## config.mk

```make
export PLATFORM = sky130hd
export DESIGN_NAME = dram_rd_seq
export DESIGN_NICKNAME = d
export VERILOG_FILES = /design/src/rtl/dram_rd_seq.sv
export SDC_FILE = /design/constraint.sdc
export NUM_CORES = 1
export LEC_CHECK = 0
export BUFFER_PORTS_ARGS = -buffer_cell sky130_fd_sc_hd__buf_2
export CAP_MARGIN = 20
export CORE_ASPECT_RATIO = 0.75
export CORE_MARGIN = 5
export CORE_UTILIZATION = 40
export DETAILED_ROUTE_END_ITERATION = 10
export PLACE_DENSITY = 0.65
export SLEW_MARGIN = 20
export SYNTH_ARGS = -nofsm -noshare
export SYNTH_HDL_FRONTEND = slang
export SYNTH_SLANG_ARGS = --single-unit
```

## constraint.sdc

```tcl
create_clock -name clk -period 2.3 [get_ports clk]
set_clock_uncertainty 0.05 [all_clocks]
set_input_delay 0.115 -clock clk [delete_from_list [all_inputs] [get_ports clk]]
set_output_delay 0.115 -clock clk [all_outputs]
set_load 0.005 [all_outputs]
```

## src/rtl/dram_rd_seq.sv

```systemverilog
module dram_rd_seq #(
  parameter int A_W = 10,
  parameter int D_W = 16
) (
  input  logic             clk,
  input  logic             rst_n,
  input  logic             req_i,
  input  logic             wait2_i,
  input  logic [1:0]       be_i,
  input  logic [2*A_W-1:0] addr_i,
  output logic             ack_o,
  output logic [D_W-1:0]   rdata_o,
  output logic             bclk_o,
  output logic [A_W-1:0]   ma_o,
  output logic             ras_n_o,
  output logic             cas_l_n_o,
  output logic             cas_h_n_o,
  output logic             we_n_o,
  output logic             dq_oe_o,
  input  logic [D_W-1:0]   dq_i
);
  localparam logic [2:0] CAP_W1 = 3'd4;
  localparam logic [2:0] CAP_W2 = 3'd6;
  localparam logic [2:0] RAS_T  = 3'd1;
  localparam logic [2:0] COL_T  = 3'd2;
  localparam logic [2:0] CAS_T  = 3'd3;

  logic           ph, busy, w2;
  logic [2:0]     t;
  logic [1:0]     be_q;
  logic [A_W-1:0] row_q, col_q;

  logic           nbusy, nw2, start, cap;
  logic [2:0]     nt, ncap, ccap, last;
  logic [1:0]     nbe;
  logic [A_W-1:0] nrow, ncol;

  assign bclk_o  = ~ph;
  assign we_n_o  = 1'b1;
  assign dq_oe_o = 1'b0;

  assign ccap  = w2 ? CAP_W2 : CAP_W1;
  assign last  = ccap + 3'd1;
  assign start = ph && req_i && (!busy || t == last);
  assign cap   = busy && !start && t == ccap - 3'd1;

  assign nw2  = start ? wait2_i : w2;
  assign nbe  = start ? be_i : be_q;
  assign nrow = start ? addr_i[2*A_W-1:A_W] : row_q;
  assign ncol = start ? addr_i[A_W-1:0] : col_q;
  assign ncap = nw2 ? CAP_W2 : CAP_W1;

  always_comb begin
    nbusy = busy;
    nt    = t;
    if (start) begin
      nbusy = 1'b1;
      nt    = 3'd0;
    end else if (busy) begin
      if (t == last) nbusy = 1'b0;
      else           nt = t + 3'd1;
    end
  end

  always_ff @(posedge clk) begin
    if (!rst_n) begin
      ph        <= 1'b0;
      busy      <= 1'b0;
      t         <= 3'd0;
      w2        <= 1'b0;
      be_q      <= 2'b00;
      row_q     <= '0;
      col_q     <= '0;
      ras_n_o   <= 1'b1;
      cas_l_n_o <= 1'b1;
      cas_h_n_o <= 1'b1;
      ma_o      <= '0;
      ack_o     <= 1'b0;
      rdata_o   <= '0;
    end else begin
      ph        <= ~ph;
      busy      <= nbusy;
      t         <= nt;
      w2        <= nw2;
      be_q      <= nbe;
      row_q     <= nrow;
      col_q     <= ncol;
      ras_n_o   <= !(nbusy && nt >= RAS_T && nt < ncap);
      cas_l_n_o <= !(nbusy && nt >= CAS_T && nt < ncap && nbe[0]);
      cas_h_n_o <= !(nbusy && nt >= CAS_T && nt < ncap && nbe[1]);
      ma_o      <= !nbusy ? '0 : (nt < COL_T ? nrow : ncol);
      ack_o     <= cap;
      if (cap) rdata_o <= dq_i;
    end
  end

  logic cas_hi;
  assign cas_hi = cas_l_n_o & cas_h_n_o;

  p_cas_in_ras_r4: assert property (@(posedge clk) disable iff (!rst_n)
    !cas_hi |-> !ras_n_o);
  p_row_hold_r2: assert property (@(posedge clk) disable iff (!rst_n)
    $fell(ras_n_o) |-> $stable(ma_o));
  p_precharge_r6: assert property (@(posedge clk) disable iff (!rst_n)
    $rose(ras_n_o) |=> ras_n_o ##1 ras_n_o);
  p_ack_pulse_r10: assert property (@(posedge clk) disable iff (!rst_n)
    ack_o |=> !ack_o);
  p_ack_bclk_r7: assert property (@(posedge clk) disable iff (!rst_n)
    ack_o |-> bclk_o);
  p_ras_w1_r3: assert property (@(posedge clk) disable iff (!rst_n)
    (ack_o && !w2) |-> (!$past(ras_n_o, 3) && $past(ras_n_o, 4)));
  p_ras_w2_r3: assert property (@(posedge clk) disable iff (!rst_n)
    (ack_o && w2) |-> (!$past(ras_n_o, 5) && $past(ras_n_o, 6)));
  p_cas_w1_r4: assert property (@(posedge clk) disable iff (!rst_n)
    (ack_o && !w2 && |be_q) |-> (!$past(cas_hi, 1) && $past(cas_hi, 2)));
  p_cas_w2_r4: assert property (@(posedge clk) disable iff (!rst_n)
    (ack_o && w2 && |be_q) |-> (!$past(cas_hi, 3) && $past(cas_hi, 4)));
endmodule

```

==> results of run 1 <==
kinds of logic (layout without fill, tap and decap cells):
group / Yosys count / count (layout) / share of synthesized area
and+or+nand+nor: 75 / 75 / 0.1485
DFF: 58 / 58 / 0.4854
muxes: 38 / 38 / 0.1590
AOI/OAI and AO/OA: 30 / 30 / 0.1187
buffers and inverters: 22 / 133 / 0.06119
xor gates and xnor gates: 3 / 3 / 0.01883
other: 2 / 2 / 0.003139
adders and majority gates: 1 / 1 / 0.005229
per-layer routing:
layer,track usage,vias up,part of all wire
met5,0,-,0
met4,0.07094,0,0.017
met3,0.05258,9,0.049
met2,0.2493,51,0.49
met1,0.1885,945,0.44
li1,-,1008,-
registers in the layout, indices dropped and copies added (netlist names):
name	cells
ras_n_o	1
ack_o	1
cas_h_n_o	1
cas_l_n_o	1
ma_o	10
ph	1
t	3
rdata_o	16
row_q	10
be_q	2
col_q	10
busy	1
w2	1
cells in the mapped netlist, drive strengths merged, types with 2 or more instances:
master,instances
xnor2,2
a21o,2
inv,4
o21ai,2
nand2,7
nor2,41
a21boi,2
nand3,3
a2111oi,2
clkbuf,6
nor3,12
and3b,3
conb,2
mux2i,38
a221oi,10
dfxtp,58
buf,12
a21oi,6
and2,2
power groups by stage:
stage | logic (mW) | clock network, mW | registers [mW]
after floorplan | 0.129 | 0 | 1.06
after global routing | 0.255 | 1.11 | 1.05
after CTS | 0.230 | 1.06 | 1.05
after detailed placement | 0.186 | 0 | 1.07
after global placement | 0.185 | 0 | 1.07
final | 0.233 | 1.02 | 1.05
worst max-delay path: stages (launching register included):
cell and delay, ns:
dfxtp_1 0.40, ha_1 0.30, a21boi_0 0.35, a2111oi_4 0.11, a211o_2 0.47, a221o_1 0.36
worst paths after layout:
kind | from | endpoint | slack, ns
setup reg to reg | t[0]$_SDFF_PN0_ | ras_n_o$_SDFF_PN1_ | 0.14
setup / recovery | t[0]$_SDFF_PN0_ | ras_n_o$_SDFF_PN1_ | 0.14
hold reg to reg | ph$_SDFF_PN0_ | ph$_SDFF_PN0_ | 0.44
hold / removal | addr_i[17] | row_q[7]$_SDFF_PN0_ | 0.01
layout by cell type (no fill, tap or decap), types with 4 or more instances in the layout:
master         instances
a21oi_1                4
a221oi_1               7
buf_2                 72
buf_4                  7
clkbuf_8              10
dfxtp_1               58
dlygate4sd3_1         34
mux2i_1               38
nand2_1                6
nor2_1                41
nor3_1                12
through the flow:
| stage | utilization | setup WS [ns] | cells | cell area [sq um] | hold slack (ns) |
|---|---|---|---|---|---|
| after CTS | 0.5700 | 0.1120 | 417 | 3321 | 0.002010 |
| after global placement | 0.4757 | 0.2016 | 368 | 2771 | 0.2935 |
| after global routing | 0.5722 | 0.03371 | 418 | 3333 | 0.02137 |
| final | 0.5722 | 0.1430 | 418 | 3333 | 0.01474 |
| after detailed placement | 0.4757 | 0.1193 | 368 | 2771 | 0.3037 |
| after floorplan | - | 0.5302 | 229 | 2392 | 0.2010 |
timing repair:
action | CTS | global route
setup endpoints to repair | 0 | 4
hold endpoints to repair | 33 | 1
resized for setup | 0 | 2
hold buffers | 33 | 1
layout make-up:
type                    instances  area, sq um  share of cell area
multi-input cells             149         1087              0.3262
inverters                       4        15.01            0.004505
flip-flops and latches         58         1161              0.3483
well taps                      78        97.59             0.02928
clock inverters                 5        77.57             0.02327
repair buffers                113        753.2              0.2260
clock buffers                  11        141.4             0.04242
==> results.cfg, run 1 <==
[power_and_ir_drop]
cellPowerDensity_nw_per_um2 = 692.6
p_sw_frac = 0.2247
p_sw_mw = 0.5188
leakage_nw = 1.543
vdd_drop_max_uv = 399.4
p_total_mw = 2.309
seqPwrFrac = 0.455
p_int_mw = 1.790
p_clk_frac = 0.444
combPwrFrac = 0.101

[drt]
vias = 2013
avgViaCountPerCell = 4.816
wl_per_cell_um = 13.72
drc = 0
wl_um = 5734
drtIter0Drc = 103
firstDrtPassIters = 4
drtAntennaViolNets = 0

[clock_tree]
cts_tree = yes
cts_setup_buffers = 0
clock_sinks = 58
numCtsBuffers = 9
cts.clk_slew.worst_paths_ns = 0.06
clk_latency_ns = 0.33
clock_path_buffers = 2
cts-root-buf = clkbuf_8
htree_levels = 3

[floorplan]
die_h_um = 76.98
num_rows = 24
io_pins = 75
core_area_sq_um = 5826
die_area_sq_um = 7644
die_x_um = 99.30
initial_utilization = 0.4107

[place]
place_congestion = 0.8275
io_buffers = 72
dpl.hpwl_um = 3762

[worst_setup_path]
r2r.worst_path.cells = 5
crit_required_ns = 2.46
cp-end-kind = register
cp.arrival_ns = 2.32
critical_path.max_fanout = 11
crit_type = register to register
startpoint_type = register

[sta]
rsz0062_at_grt = no
final_max_slew_viol_count = 0
max_freq_mhz = 463.6
setup_tns_ns = 0
fin_crit_ns = 2.157
fin_crit_sh = 0.9378
setup_viol = 0
hold_viol = 0

[worst_hold_path]
hold-path-cell-count = 3
min_path_type = input pin to register

[run_status]
outcome = finished clean

[grt]
grt_usage = 0.1558
antenna_found_initial = 0
grt_first_pass_wirelength_um = 9453
grt_pass1_vias = 1948
grt_max_degree = 37
globalRouteOverflowTotal = 0

[yosys]
synth_top_cell_area_share = 0.4854
syn_area_sq_um = 2392
yosysWarnings = 0
yosysUniqueCellTypes = 46
yosysSeqAreaShare = 0.4854
synth_edf_count = 0
ys.flop_type = dfxtp_1
synthesis.instances = 229
synth_area_per_cell_sq_um = 10.45
postSynthNetCount = 272
synth_top_area_cell = dfxtp_1
async_reset_ff_frac = 0
yosys_register_bits = 58
synth.area.top_cells = dfxtp_1 49%, mux2i_1 16%, nor2_1 6.4%

[cells_and_area]
drive_gt1_frac = 0.3206
syn2layout_area_growth_pct = 39.33
num-fill-cells = 515
num-nets-final = 378
diodes = 0

[run]
drv_cap = 0
Power figures use the tool's default switching activity.
==> inputs of run 2 (changes only) <==
--- a/config.mk
+++ b/config.mk
@@ -5,6 +5,7 @@
 export SDC_FILE = /design/constraint.sdc
 export NUM_CORES = 1
 export LEC_CHECK = 0
+export ABC_AREA = 1
 export BUFFER_PORTS_ARGS = -buffer_cell sky130_fd_sc_hd__buf_2
 export CAP_MARGIN = 20
 export CORE_ASPECT_RATIO = 0.75
==> results.cfg, run 2 <==
[sta]
final_max_slew_viol_count = 0
setup_viol = 0
hold_ws_ns = 0.01353
rsz0062_at_grt = no
fin_crit_ns = 1.881
setup_tns_ns = 0
hold_viol = 0
max-slew-margin-rel = 0.5957
max_freq_mhz = 531.6
worst_pin_slew_ns = 0.6048
fin_crit_sh = 0.8178

[yosys]
yosys_register_bits = 58
synth_top_area_cell = dfxtp_1
yosysSeqAreaShare = 0.4910
synthesis.instances = 325
synth.area.top_cells = dfxtp_1 49%, nor2_1 12%, nand2_1 11%
async_reset_ff_frac = 0
ys.flop_type = dfxtp_1
synth_top_cell_area_share = 0.4910
synth_area_per_cell_sq_um = 7.276
postSynthNetCount = 368
synth_common_cells = 73 x nor2_1, 70 x nand2_1, 58 x dfxtp_1
synth_edf_count = 0
synth.most_common_cell = nor2_1
yosysUniqueCellTypes = 26
yosysWarnings = 0
syn_area_sq_um = 2365

[power_and_ir_drop]
cellPowerDensity_nw_per_um2 = 670.4
p_int_mw = 1.538
p_clk_frac = 0.366
p_sw_frac = 0.2671
combPwrFrac = 0.130
seqPwrFrac = 0.504
vdd_drop_max_uv = 348.8
leakage_nw = 1.578
p_sw_mw = 0.5603

[drt]
drtIter0Drc = 178
wl_per_cell_um = 11.60
avgViaCountPerCell = 4.473
wl_um = 5786
vias = 2232
drtAntennaViolNets = 0
firstDrtPassIters = 5
drc = 0

[clock_tree]
cts-root-buf = clkbuf_8
clock_path_buffers = 2
cts_setup_buffers = 0
cts_tree = yes
numCtsBuffers = 9
clk_latency_ns = 0.34
clock_sinks = 58
htree_levels = 3
cts.clk_slew.worst_paths_ns = 0.07

[cells_and_area]
diodes = 0
mostFrequentLayoutCell = nor2_1
regArea_sq_um = 1161
num-fill-cells = 573
drive_gt1_frac = 0.2447
layout_common_cells = 73 x nor2_1, 72 x buf_2, 70 x nand2_1
largest_register_ffs = 16
multi_input_area_sq_um = 985.9
syn2layout_area_growth_pct = 32.33
num-nets-final = 460
fin_util = 0.5428
largest_register = rdata_o

[worst_hold_path]
min_path_type = input pin to register
hold-path-cell-count = 3

[grt]
grt_pass1_vias = 2180
antenna_found_initial = 0
grt_usage = 0.1641
grt_first_pass_wirelength_um = 10070
grt_max_degree = 27
globalRouteOverflowTotal = 0

[run_status]
outcome = finished clean

[floorplan]
io_pins = 75
core_area_sq_um = 5766
initial_utilization = 0.4102
die_area_sq_um = 7565
num_rows = 24
die_x_um = 98.79
die_h_um = 76.59

[worst_setup_path]
max_stage_delay_ns = 0.36
slowest_stage = nand3_1
critical_path.max_fanout = 26
path_cells = nand2_1, clkinv_1, nand3_4, nand2_4, nand2_4, nand3_1, nand3_1, nand2_1, nor2_1
worst-path-buf-inv = 1
cp.depth = 9
crit_type = register to register
crit_family = simple AND/OR/NAND/NOR gates
cp.arrival_ns = 2.11
r2r.worst_path.cells = 9
rrSetupSlack_ns = 0.42
crit_required_ns = 2.53
cp-end-kind = register
startpoint_type = register

[place]
io_buffers = 72
place_congestion = 0.8121
dpl.hpwl_um = 4040

[run]
drv_cap = 0
-- run 2: cell count changes after synthesis, moves of 3 or more --
cell / before / now
buf_2: 2 / 6
nand3_1: 3 / 32
mux2i_1: 38 / 0
nor2_1: 41 / 73
nor3_1: 12 / 0
a21oi_1: 4 / 12
inv_1: 3 / 24
a221oi_2: 3 / 0
a221oi_1: 7 / 0
o21ai_0: 2 / 18
nand2_1: 6 / 70
-- run 2: timing repair --
item | CTS | global route
gates resized for setup | 0 | 0
endpoints found under the hold margin | 22 | 1
hold buffers | 22 | 1
-- run 2: per-layer routing --
layer / global-route usage / vias to the layer above / routed length [um]
li1: - / 1195 / -
met4: 0.04502 / 0 / 46
met1: 0.2170 / 968 / 2779
met2: 0.2480 / 62 / 2577
met3: 0.06404 / 7 / 381
met5: 0 / - / 0
-- run 2: worst min-delay path, stage by stage --
cell and delay (ns):
buf_2 0.10, nand2_1 0.08, a21oi_1 0.06
-- run 2: cell families after synthesis --
group / Yosys count / share of synthesized area
AO/OA/AOI/OAI: 32 / 0.07249
XOR/XNOR: 1 / 0.003704
adder cells (fa/ha/maj): 1 / 0.005290
buffers and inverters: 46 / 0.09206
flip-flops: 58 / 0.4910
other: 2 / 0.003176
AND/OR/NAND/NOR: 185 / 0.3323
-- run 2: power by group through the flow --
| stage | combinational (mW) | clock, mW | sequential [mW] |
|---|---|---|---|
| 4_1_cts | 0.272 | 0.787 | 1.06 |
| 3_5_place_dp | 0.242 | 0 | 1.08 |
| 6_report | 0.273 | 0.769 | 1.06 |
| 3_3_place_gp | 0.242 | 0 | 1.08 |
| 5_1_grt | 0.313 | 0.838 | 1.06 |
| 2_1_floorplan | 0.174 | 0 | 1.07 |
-- run 2: stage by stage --
step	power (mW)	instance area, sq um	instances	setup WS, ns
after floorplan	1.249	2365	325	0.9048
after global placement	1.320	2740	461	0.4855
after detailed placement	1.321	2740	461	0.4202
after CTS	2.116	3119	498	0.4105
after global routing	2.212	3129	499	0.1627
final	2.098	3129	499	0.4191
-- run 2: layout make-up --
type / count / area share
clock buffer: 9 / 0.03958
clock inverter: 6 / 0.01120
inverter: 28 / 0.03359
multi-input combinational: 221 / 0.3151
sequential: 58 / 0.3711
tap: 78 / 0.03119
timing repair buffer: 99 / 0.1983
-- run 2: worst paths after layout --
check	from	to
max	t[2]$_SDFF_PN0_	ma_o[6]$_SDFF_PN0_
min	addr_i[3]	col_q[3]$_SDFF_PN0_
max reg2reg	t[2]$_SDFF_PN0_	ma_o[6]$_SDFF_PN0_
min reg2reg	ph$_SDFF_PN0_	ph$_SDFF_PN0_
==> inputs of run 3 (changes only) <==
--- a/config.mk
+++ b/config.mk
@@ -5,7 +5,7 @@
 export SDC_FILE = /design/constraint.sdc
 export NUM_CORES = 1
 export LEC_CHECK = 0
-export ABC_AREA = 1
+export ABC_AREA = 0
 export BUFFER_PORTS_ARGS = -buffer_cell sky130_fd_sc_hd__buf_2
 export CAP_MARGIN = 20
 export CORE_ASPECT_RATIO = 0.75
==> constraint.sdc (replaced) <==
create_clock -name clk -period 1.9 [get_ports clk]
set_clock_uncertainty 0.05 [all_clocks]
set_input_delay 0.095 -clock clk [delete_from_list [all_inputs] [get_ports clk]]
set_output_delay 0.095 -clock clk [all_outputs]
set_load 0.005 [all_outputs]
==> results.cfg, run 3 (same netlist as run 1, synthesis figures left out) <==
[run_status]
outcome = finished clean

[cells_and_area]
syn2layout_area_growth_pct = 44.98
num-nets-final = 395
largest_register = rdata_o
final_area_sq_um = 3468
num-fill-cells = 505
diodes = 0
drive_gt1_frac = 0.3427
layout_common_cells = 72 x buf_2, 56 x dfxtp_1, 41 x nor2_1
largest_register_ffs = 16
mostFrequentLayoutCell = buf_2

[worst_setup_path]
startpoint_type = register
max_stage_delay_ns = 0.39
rrSetupSlack_ns = 0.08
slowest_stage = a2111oi_4
crit_type = register to register
cp-end-kind = register
crit_required_ns = 2.05
rr_startpoint = t[0]$_SDFF_PN0_
r2r-end = ma_o[3]$_SDFF_PN0_
r2r.worst_path.cells = 6
cp.arrival_ns = 1.97
path_cells = ha_2, buf_4, a2111oi_4, a211o_1, buf_12, a221oi_1
critical_path.max_fanout = 10

[drt]
drtIter0Drc = 70
vias = 2072
avgViaCountPerCell = 4.774
wl_per_cell_um = 13.33
firstDrtPassIters = 4
drtAntennaViolNets = 0
wl_um = 5787
drc = 0

[grt]
globalRouteOverflowTotal = 0
grt_pass1_vias = 2051
grt_max_degree = 30
grt_first_pass_wirelength_um = 9542
grt_usage = 0.1554
antenna_found_initial = 0

[power_and_ir_drop]
cellPowerDensity_nw_per_um2 = 723.7
vdd_drop_max_uv = 473.8
leakage_nw = 1.605

[clock_tree]
htree_levels = 3
clk_latency_ns = 0.33
cts_tree = yes
clock_sinks = 58
numCtsBuffers = 9
cts-root-buf = clkbuf_8
clock_path_buffers = 2
cts.clk_slew.worst_paths_ns = 0.06

[worst_hold_path]
holdPathEnd = t[1]$_SDFF_PN0_
hold-path-cell-count = 4
min-delay-start = req_i
min_path_type = input pin to register

[sta]
final_max_slew_viol_count = 0
setup_tns_ns = 0
fin_crit_sh = 0.9586
setup_viol = 0
rsz0062_at_grt = no
fin_crit_ns = 1.821
max_freq_mhz = 549.0
hold_viol = 0

[floorplan]
die_h_um = 76.98
die_x_um = 99.30
num_rows = 24
initial_utilization = 0.4107
io_pins = 75
core_area_sq_um = 5826
die_area_sq_um = 7644

[run]
drv_cap = 0

[place]
place_congestion = 0.8579
io_buffers = 72
dpl.hpwl_um = 3805
placed_area_sq_um = 2877
## run 3: cell count changes in the layout (fill, tap and decap cells not counted), moves of 12 or more
| cell | change |
|---|---|
| o21ai_0 | -17 |
| inv_1 | -21 |
| dlygate4sd3_1 | +17 |
| nand2_1 | -64 |
| nor3_1 | +12 |
| mux2i_1 | +38 |
| nor2_1 | -32 |
| nand3_1 | -29 |
## run 3: final cells by class
type / count / area [sq um] / share of cell area
clock inverter: 3 / 17.52 / 0.005050
clock buffer: 12 / 135.1 / 0.03896
tap: 78 / 97.59 / 0.02814
multi-input combinational: 149 / 1106 / 0.3189
timing repair buffer: 130 / 933.4 / 0.2691
sequential: 58 / 1164 / 0.3355
inverter: 4 / 15.01 / 0.004329
## run 3: layer usage
| metal | track usage | up-vias | wire length [um] |
|---|---|---|---|
| li1 | - | 1045 | - |
| met1 | 0.1895 | 981 | 2611 |
| met2 | 0.2594 | 42 | 2871 |
| met3 | 0.04986 | 4 | 253 |
| met4 | 0.04911 | 0 | 50 |
| met5 | 0 | - | 0 |
## run 3: per-stage QoR
stage	setup WS [ns]	hold WS (ns)	power (mW)	instances	util
4_1_cts	0.0009086	0.1500	2.530	432	0.5891
6_report	0.07862	0.1788	2.510	434	0.5954
3_5_place_dp	-0.03684	0.2818	1.545	377	0.4938
3_3_place_gp	-0.07066	0.2733	1.544	377	0.4938
5_1_grt	0.008665	0.2053	2.628	434	0.5954
2_1_floorplan	0.1302	0.1810	1.445	229	-
## run 3: worst max path at each step
stage | start | end | slack, ns | depth (start not counted)
3_3_place_gp | t[0]$_SDFF_PN0_ | cas_l_n_o$_SDFF_PN1_ | -0.07 | 6
3_5_place_dp | t[0]$_SDFF_PN0_ | cas_l_n_o$_SDFF_PN1_ | -0.04 | 6
2_1_floorplan | t[0]$_SDFF_PN0_ | ma_o[0]$_SDFF_PN0_ | 0.13 | 6
6_report | t[0]$_SDFF_PN0_ | ma_o[3]$_SDFF_PN0_ | 0.08 | 6
5_1_grt | t[0]$_SDFF_PN0_ | ma_o[4]$_SDFF_PN0_ | 0.009 | 5
4_1_cts | t[0]$_SDFF_PN0_ | ma_o[3]$_SDFF_PN0_ | 0.0009 | 6
## run 3: power by group
part | switching, mW | total [mW] | internal, mW
Sequential | 0.0202 | 1.27 | 1.25
Combinational | 0.148 | 0.326 | 0.178
Clock | 0.451 | 0.913 | 0.462
Total | 0.619 | 2.51 | 1.89
## run 3: timing repair
action                     CTS  global route
setup endpoints to repair    1            12
hold endpoints to repair    40             0
resized for setup            2             8
pin swaps                    0             3
setup buffers                0             2
hold buffers                40             0
## run 3: worst max-delay path, delay by kind of cell, from the launching register on
kind / cells / cell delay, ns
DFF: 1 / 0.34
AOI/OAI and AO/OA: 3 / 0.73
adders and majority gates: 1 / 0.28
buffers and inverters: 2 / 0.29
